[src/rtl/ifm_pkg.sv]
package ifm_pkg;

    typedef enum logic {
        TGT_IMEM = 1'b0,
        TGT_UMEM = 1'b1
    } fetch_tgt_e;

    localparam logic [15:0] MAP_RESET_VAL = 16'h1000;

    // Byte address from a word index.
    function automatic logic [31:0] word_to_byte(input logic [31:0] w);
        return w << 2;
    endfunction

endpackage

[src/rtl/ifm_map_regs.sv]
module ifm_map_regs #(
    parameter int          NUM_MAPS  = 2,
    parameter int          MAP_W     = 16,
    parameter logic [15:0] RESET_VAL = 16'h1000,
    localparam int         SEL_W     = (NUM_MAPS > 1) ? $clog2(NUM_MAPS) : 1
) (
    input  logic                           clk,
    input  logic                           rst,
    input  logic                           we,
    input  logic [SEL_W-1:0]               wsel,
    input  logic [MAP_W-1:0]               wdata,
    input  logic [SEL_W-1:0]               rsel,
    output logic [MAP_W-1:0]               rdata,
    output logic [NUM_MAPS-1:0][MAP_W-1:0] maps
);

    for (genvar g = 0; g < NUM_MAPS; g++) begin : g_map
        always_ff @(posedge clk) begin
            if (rst)
                maps[g] <= MAP_W'(RESET_VAL);
            else if (we && (wsel == SEL_W'(g)))
                maps[g] <= wdata;
        end
    end

    assign rdata = maps[rsel];

endmodule

[src/rtl/ifm_route.sv]
module ifm_route
    import ifm_pkg::*;
#(
    parameter int  PC_W       = 16,
    parameter int  MAP_W      = 16,
    parameter int  DIRECT_BIT = 12,
    parameter int  SEG_W      = 8,
    localparam int ADDR_W     = PC_W + 2,
    localparam int NUM_SEG    = 1 << SEG_W
) (
    input  logic                    req,
    input  logic [PC_W-1:0]         pc,
    input  logic [1:0][MAP_W-1:0]   maps,
    input  logic [NUM_SEG-1:0]      present,
    output logic                    valid,
    output fetch_tgt_e              tgt,
    output logic [SEG_W-1:0]        seg,
    output logic [ADDR_W-1:0]       addr,
    output logic                    miss
);

    logic [31:0]      byte_full;
    logic             bank;
    logic [MAP_W-1:0] cur_map;
    logic             direct;
    logic [SEG_W-1:0] map_seg;
    logic             seg_ok;
    logic             unused_bits;

    assign byte_full   = word_to_byte(32'(pc));
    assign addr        = byte_full[ADDR_W-1:0];
    assign unused_bits = ^byte_full[31:ADDR_W] ^ ^cur_map;
    assign bank        = addr[ADDR_W-1];
    assign cur_map     = maps[bank];
    assign direct      = cur_map[DIRECT_BIT];
    assign map_seg     = cur_map[SEG_W-1:0];
    assign seg_ok      = present[map_seg];

    always_comb begin
        if (direct) begin
            tgt = TGT_IMEM;
            seg = '0;
        end else begin
            tgt = TGT_UMEM;
            seg = map_seg;
        end
        valid = req && (direct || seg_ok);
        miss  = req && !direct && !seg_ok;
    end

endmodule

[src/rtl/ifm_fault_latch.sv]
module ifm_fault_latch (
    input  logic clk,
    input  logic rst,
    input  logic set_i,
    input  logic clr_i,
    output logic flag
);

    always_ff @(posedge clk) begin
        if (rst)
            flag <= 1'b0;
        else if (set_i)
            flag <= 1'b1;
        else if (clr_i)
            flag <= 1'b0;
    end

endmodule

[src/rtl/ifm_fetch_mapper.sv]
module ifm_fetch_mapper
    import ifm_pkg::*;
#(
    parameter int  PC_W       = 16,
    parameter int  MAP_W      = 16,
    parameter int  DIRECT_BIT = 12,
    parameter int  SEG_W      = 8,
    localparam int ADDR_W     = PC_W + 2,
    localparam int NUM_SEG    = 1 << SEG_W
) (
    input  logic               clk,
    input  logic               rst,
    input  logic               fetch_req,
    input  logic [PC_W-1:0]    pc_word,
    input  logic [NUM_SEG-1:0] seg_present,
    input  logic               map_we,
    input  logic               map_wsel,
    input  logic [MAP_W-1:0]   map_wdata,
    input  logic               map_rsel,
    output logic [MAP_W-1:0]   map_rdata,
    input  logic               fault_clr,
    output logic               fetch_valid,
    output logic               fetch_tgt,
    output logic [SEG_W-1:0]   fetch_seg,
    output logic [ADDR_W-1:0]  fetch_addr,
    output logic               fault
);

    logic [1:0][MAP_W-1:0] maps;
    fetch_tgt_e            tgt_e;
    logic                  miss;

    ifm_map_regs #(
        .NUM_MAPS (2),
        .MAP_W    (MAP_W),
        .RESET_VAL(MAP_RESET_VAL)
    ) u_regs (
        .clk  (clk),
        .rst  (rst),
        .we   (map_we),
        .wsel (map_wsel),
        .wdata(map_wdata),
        .rsel (map_rsel),
        .rdata(map_rdata),
        .maps (maps)
    );

    ifm_route #(
        .PC_W      (PC_W),
        .MAP_W     (MAP_W),
        .DIRECT_BIT(DIRECT_BIT),
        .SEG_W     (SEG_W)
    ) u_route (
        .req    (fetch_req),
        .pc     (pc_word),
        .maps   (maps),
        .present(seg_present),
        .valid  (fetch_valid),
        .tgt    (tgt_e),
        .seg    (fetch_seg),
        .addr   (fetch_addr),
        .miss   (miss)
    );

    ifm_fault_latch u_fault (
        .clk  (clk),
        .rst  (rst),
        .set_i(miss),
        .clr_i(fault_clr),
        .flag (fault)
    );

    assign fetch_tgt = tgt_e;

endmodule

[config.mk]
export PLATFORM = sky130hd
export DESIGN_NAME = ifm_fetch_mapper
export DESIGN_NICKNAME = d
export VERILOG_FILES = /design/src/rtl/ifm_pkg.sv /design/src/rtl/ifm_map_regs.sv /design/src/rtl/ifm_route.sv /design/src/rtl/ifm_fault_latch.sv /design/src/rtl/ifm_fetch_mapper.sv
export SDC_FILE = /design/constraint.sdc
export NUM_CORES = 1
export LEC_CHECK = 0
export ABC_AREA = 1
export BUFFER_PORTS_ARGS = -buffer_cell sky130_fd_sc_hd__buf_4
export CELL_PAD_IN_SITES_DETAIL_PLACEMENT = 1
export CELL_PAD_IN_SITES_GLOBAL_PLACEMENT = 1
export CORE_AREA = 2 2 132 134
export DETAILED_ROUTE_END_ITERATION = 10
export DIE_AREA = 0 0 134 136
export PLACE_DENSITY_LB_ADDON = 0.12
export SKIP_LAST_GASP = 1
export SYNTH_ARGS = -nofsm -noshare
export SYNTH_HDL_FRONTEND = slang
export SYNTH_SLANG_ARGS = --single-unit
[constraint.sdc]
create_clock -name clk -period 3.2 [get_ports clk]
set_clock_uncertainty 0.15 [all_clocks]
set_input_delay 0.32 -clock clk [delete_from_list [all_inputs] [get_ports clk]]
set_output_delay 0.32 -clock clk [all_outputs]
set_load 0.05 [all_outputs]
==> flow_summary.toml, run 1 <==
[run_status]
status = "completed"

[synth]
avgSynthCellArea_sq_um = 5.303
synth-simple-area-share_pct = 61.07
ys_top_cells_by_area = "nand3_1 (31%), nand2_1 (24%), dfxtp_1 (15%)"
synth_ff_type = "dfxtp_1"
yosys-mux-area-fraction_pct = 0
synth_warnings = 0
synth-edff-count = 0
synth_most_common_cell = "nand2_1"
yosysUniqueCellTypes = 25
ys_seq_area_share_pct = 15.46
synth-xor-area-share_pct = 0
synth_largest_area_cell = "nand3_1"
synth_top_family_by_area = "simple AND/OR/NAND/NOR gates"
ys_async_sr_fraction_pct = 0
synth_seq_cells = 33
synth_common_cells = "nand2_1 (269), nand3_1 (264), o21ai_0 (50)"
yosysTopAreaCellShare_pct = 30.91
synth_compound_area_share_pct = 9.397
synth_area_sq_um = 4274
synthCells = 806
synthAdderAreaFrac_pct = 0

[job]
drv_cap = 0

[route]
wl_per_cell_um = 17.47
drt_iter0_markers = 230
num_vias = 6389
viasPerCell = 4.934
drt_wl_total_um = 22620
first_pass_iters = 5
drc = 0
ant_nets = 0

[sta]
tns_ns = 0
tightestPinTransition_ns = 0.8885
drv_slew = 0
rsz0062_at_grt = "no"
hold_viol = 0
setup_viol = 0
fin_crit_sh_pct = 93.97
timing.fmax_mhz = 332.6
max-slew-margin-rel_pct = 40.70
period_needed_ns = 3.007

[final_layout]
fin_cells = 1295
n_antenna_cell = 0
drive_above_1_share_pct = 34.02
syn_to_final_growth_pct = 61.74
nets = 1364

[power]
peakVddDrop_mv = 0.1678
power_density_nw_per_um2 = 302.5
p_leak_nw = 3.391

[die]
die_y_um = 136
dieArea_sq_um = 18220
rows = 48
ios = 340
core_sq_um = 16880
initial_core_util_pct = 25.33
chipWidth_um = 134

[setup_path]
rr_startpoint = "u_regs.maps[0]"
r2r_end = "u_fault.flag"
start_kind = "register"
critPathLaunch = "u_regs.maps[0]"
cp.required_ns = 2.73
r2r_slack_ns = 0.90
critical_path.endpoint = "fetch_valid"
crit_fanout = 16
r2r_cells = 15
path_class = "register to output pin"
worst_setup_path_end_kind = "output pin"
cp_data_arrival_time_ns = 2.54

[placed_design]
place_congestion = 0.8065
numPortBuffers = 307
hpwl_um = 17820
placed_cells = 1287

[clock_network]
cts.sinks = 33
cts_hold_buffers = 0
clk_path_buf_depth = 2
htree_levels = 2
cts_root_buf = "clkbuf_16"
cts_buffers = 5
clk_pin_slew_ns = 0.05
clk_latency_ns = 0.27
cts_tree = "done"

[grt]
grt.total_usage_pct = 23.75
grt_max_degree = 38
grt_pass1_vias = 6419
antenna_found_initial = 0
grt_pass1_wl_um = 34580
grt_overflow = 0

[worst_hold_path]
hp-class = "input pin to register"
[timing repair]
action / in CTS / in global routing
gates resized for setup: 0 / 1
buffers inserted: 0 / 0
setup endpoints to repair: 0 / 1
[final cells by class]
| class | instances | area (sq um) |
|---|---|---|
| Inverter | 32 | 120.1 |
| Sequential cell | 33 | 660.6 |
| Multi-Input combinational cell | 663 | 3045 |
| Clock buffer | 7 | 142.6 |
| Fill cell | 2314 | 9963 |
| Tap cell | 225 | 281.5 |
| Clock inverter | 1 | 30.03 |
| Timing Repair Buffer | 334 | 2633 |
[cells by family (layout without fill, tap and decap cells)]
family / after synthesis / count (layout)
AND/OR/NAND/NOR: 588 / 588
other: 1 / 2
AO/OA/AOI/OAI: 73 / 73
buffers and inverters: 111 / 374
flip-flops: 33 / 33
[state kept, by name, summed over array words and instances (netlist names)]
name / count
u_regs.maps: 32
u_fault.flag: 1
[power breakdown]
part | internal (mW) | switching (mW) | total (mW) | leakage (nW)
Combinational | 0.483 | 0.593 | 1.08 | 3.04
Sequential | 0.439 | 0.0139 | 0.452 | 0.272
Clock | 0.389 | 0.174 | 0.562 | 0.0841
Total | 1.31 | 0.780 | 2.09 | 3.39
[stage by stage]
| stage | util [%] | cell area (sq um) | power [mW] | hold WS [ns] | setup WS, ns |
|---|---|---|---|---|---|
| final | 40.96 | 6913 | 2.091 | 0.05222 | 0.1930 |
| after global placement | 39.89 | 6731 | 1.536 | 0.2842 | 0.2930 |
| after floorplan | - | 4278 | 1.090 | 0.2324 | 0.1862 |
| after global routing | 40.96 | 6913 | 2.228 | 0.05717 | 0.01388 |
| after CTS | 40.91 | 6904 | 2.108 | 0.04689 | 0.1889 |
| after detailed placement | 39.89 | 6731 | 1.543 | 0.2945 | 0.2846 |
[critical path: stages, from the launching register on]
cell and delay [ns]:
dfxtp_1 0.33, inv_1 0.09, nand2_1 0.11, nand2_4 0.25
buf_4 0.27, nand2_1 0.07, nand3_1 0.07, nand3_1 0.14
nand3_1 0.13, nand3_1 0.08, nand3_1 0.10, nand3_1 0.07
nand3_1 0.07, nand2_1 0.11, a21oi_1 0.15, buf_4 0.21
[worst min path at each step]
stage	startpoint	endpoint	slack, ns	cells after the start
3_5_place_dp	u_regs.maps[14]	u_regs.maps[14]	0.29	2
3_3_place_gp	u_regs.maps[14]	u_regs.maps[14]	0.28	2
6_report	rst	u_fault.flag	0.05	2
2_1_floorplan	rst	u_fault.flag	0.23	1
5_1_grt	rst	u_fault.flag	0.06	2
4_1_cts	rst	u_fault.flag	0.05	2
[cells in the final DEF, fill, tap and decap left out]
cell type,count
buf_4,324
nand2_1,269
nand3_1,264
o21ai_0,49
nor2_1,39
dfxtp_1,33
inv_1,27
a21oi_1,17
buf_12,10
nand3_2,6
clkbuf_16,5
or2_2,4
clkinv_1,3
o21ai_4,3
inv_2,2
nand2_4,2
nand2_2,2
conb_1,2
o21ai_1,1
o21ai_2,1
nand2_8,1
nor2_4,1
o211ai_1,1
a21oi_2,1
clkbuf_8,1
bufinv_16,1
clkbuf_1,1
[layer usage]
metal	wire length [um]	GRT usage [%]
met2	10770	41.40
met5	0	0
met4	355	4.374
met1	10230	31.30
met3	1267	3.542
Power figures use the tool's default switching activity.
==> run 2: changes to the inputs <==
--- a/config.mk
+++ b/config.mk
@@ -12,7 +12,7 @@
 export CORE_AREA = 2 2 132 134
 export DETAILED_ROUTE_END_ITERATION = 10
 export DIE_AREA = 0 0 134 136
-export PLACE_DENSITY_LB_ADDON = 0.12
+export PLACE_DENSITY = 0.95
 export SKIP_LAST_GASP = 1
 export SYNTH_ARGS = -nofsm -noshare
 export SYNTH_HDL_FRONTEND = slang
==> run 2 against run 1 <==
Effect of this change:
- first-iteration DRC count rose by 45%
- flip-flop and latch count unchanged
- worst hold slack improved by 0.0011 ns
- worst setup slack better by 0.023 ns
- final cell count shrank 0.39%
- via count grew 3.2%
- non-clock buffer count is 5 lower
- combinational power is essentially flat
- critical path type unchanged
- largest power group unchanged
==> flow_summary.toml, run 2 (same netlist as run 1, synthesis figures left out) <==
[die]
initial_core_util_pct = 25.33
rows = 48
dieArea_sq_um = 18220
core_sq_um = 16880
die_y_um = 136
ios = 340
chipWidth_um = 134

[final_layout]
n_antenna_cell = 0
largest_register_ffs = 32
finalInstanceArea_sq_um = 6927
syn_to_final_growth_pct = 62.06
drive_above_1_share_pct = 33.80
reg.largest.list = "u_regs.maps: 32 flops, u_fault.flag: 1 flops"
final_common_cell = "buf_4"
mostFrequentLayoutCells = "buf_4 (315), nand2_1 (269), nand3_1 (264)"
nets = 1359
regMostFlops = "u_regs.maps"

[setup_path]
cp_cell_sequence = "inv_1 > nand2_1 > nand2_4 > buf_16 > nand2_1 > nand3_1 > nand3_1 > nand3_1 > nand3_1 > nand3_1 > nand3_1 > nand3_1 > nand2_1 > a21oi_2 > buf_6"
crit_fanout = 20
path_class = "register to output pin"
crit_buf_inv = 3
worst_setup_path_end_kind = "output pin"
cp.required_ns = 2.73
cp_common_cell = "nand3_1"
cpLargestDelayFamily = "simple AND/OR/NAND/NOR gates"
crit_slowest_cell = "dfxtp_1"
cp_data_arrival_time_ns = 2.51
start_kind = "register"
max_stage_delay_ns = 0.33

[power]
swShare_pct = 39.85
p_seq_share_pct = 22.4
p_leak_nw = 3.392
power_density_nw_per_um2 = 292.4
p_sw_uw = 807.0
combinationalPowerShare_pct = 55.0
peakVddDrop_mv = 0.3010
clock_power_share_pct = 22.6
p_int_mw = 1.218

[sta]
period_needed_ns = 2.984
tns_ns = 0
rsz0062_at_grt = "no"
setup_viol = 0
drv_slew = 0
hold_viol = 0
tightestPinTransition_ns = 0.8231
max-slew-margin-rel_pct = 45.07
fin_crit_sh_pct = 93.26
timing.fmax_mhz = 335.1

[route]
drt_iter0_markers = 333
drc = 0
wl_met1_um = 9801
viasPerCell = 5.111
met2_length_um = 12290
dr_wl_met3_um = 1744
wl_per_cell_um = 18.97
num_vias = 6593
top_layer = "met4"
drt_wl_total_um = 24470
first_pass_iters = 5
ant_nets = 0

[worst_hold_path]
hp-class = "input pin to register"

[clock_network]
cts_tree = "done"
clk_path_buf_depth = 2
clk_latency_ns = 0.28
cts.sinks = 33
cts_root_buf = "clkbuf_16"
htree_levels = 2
cts_buffers = 5
clk_pin_slew_ns = 0.05

[job]
drv_cap = 0

[grt]
grt_pass1_vias = 6669
grt.total_usage_pct = 24.47
grt_max_degree = 78
grt_pass1_wl_um = 35290
antenna_found_initial = 0
grt_overflow = 0

[placed_design]
placed_cell_area_sq_um = 6631
place_congestion = 0.9015
numPortBuffers = 307
hpwl_um = 18390

[run_status]
status = "completed"
==> run 2: area by class of cell <==
cell class                      instances  area, sq um
Tap cell                              225        281.5
Sequential cell                        33        660.6
Inverter                               32        120.1
Timing Repair Buffer                  329         2676
Fill cell                            2310         9950
Clock inverter                          2        10.01
Multi-Input combinational cell        663         3049
Clock buffer                            6        128.9
==> run 2: what timing repair did <==
action / 4_1_cts / 5_1_grt
setup endpoints to repair: 0 / 1
resized for setup: 0 / 5
setup buffers: 0 / 0
endpoints found under the hold margin: 0 / 0
hold buffers: 0 / 0
==> run 2: metrics by stage <==
stage               util (%)  cells  total power, mW  setup WS (ns)  hold WS (ns)
floorplan                  -    807            1.090         0.1862        0.2324
global placement       39.29   1277            1.514         0.1597        0.2853
detailed placement     39.29   1277            1.534         0.1024        0.2935
CTS                    40.12   1285            1.995        0.03402       0.05033
global route           41.04   1290            2.156        0.02330       0.05424
finish                 41.04   1290            2.025         0.2157       0.05333
==> run 2: power by group through the flow <==
| stage | Clock [mW] | Sequential (mW) | Combinational, mW |
|---|---|---|---|
| 5_1_grt | 0.479 | 0.457 | 1.22 |
| 2_1_floorplan | 0 | 0.459 | 0.631 |
| 3_3_place_gp | 0 | 0.461 | 1.05 |
| 4_1_cts | 0.464 | 0.454 | 1.08 |
| 3_5_place_dp | 0 | 0.462 | 1.07 |
| 6_report | 0.457 | 0.454 | 1.11 |
==> run 2: path summary, 6_finish.rpt <==
check / start / endpoint / slack [ns] / cells after the start
setup / recovery: u_regs.maps[0] / fetch_valid / 0.22 / 15
hold / removal: rst / u_fault.flag / 0.05 / 2
setup reg to reg: u_regs.maps[1] / u_fault.flag / 0.82 / 14
hold reg to reg: u_regs.maps[8] / u_regs.maps[8] / 0.30 / 2
==> run 2: metal layers <==
layer / up-vias / global-route usage, %
met5: - / 0
met1: 3103 / 28.15
met3: 45 / 5.406
li1: 3172 / -
met2: 273 / 45.44
met4: 0 / 6.738
==> run 2: worst register-to-register path, delay by kind of cell, from the launching register on <==
kind / cells / cell delay (ns)
AO/OA/AOI/OAI: 1 / 0.11
flip-flops: 1 / 0.30
AND/OR/NAND/NOR: 11 / 1.38
buffers and inverters: 2 / 0.38
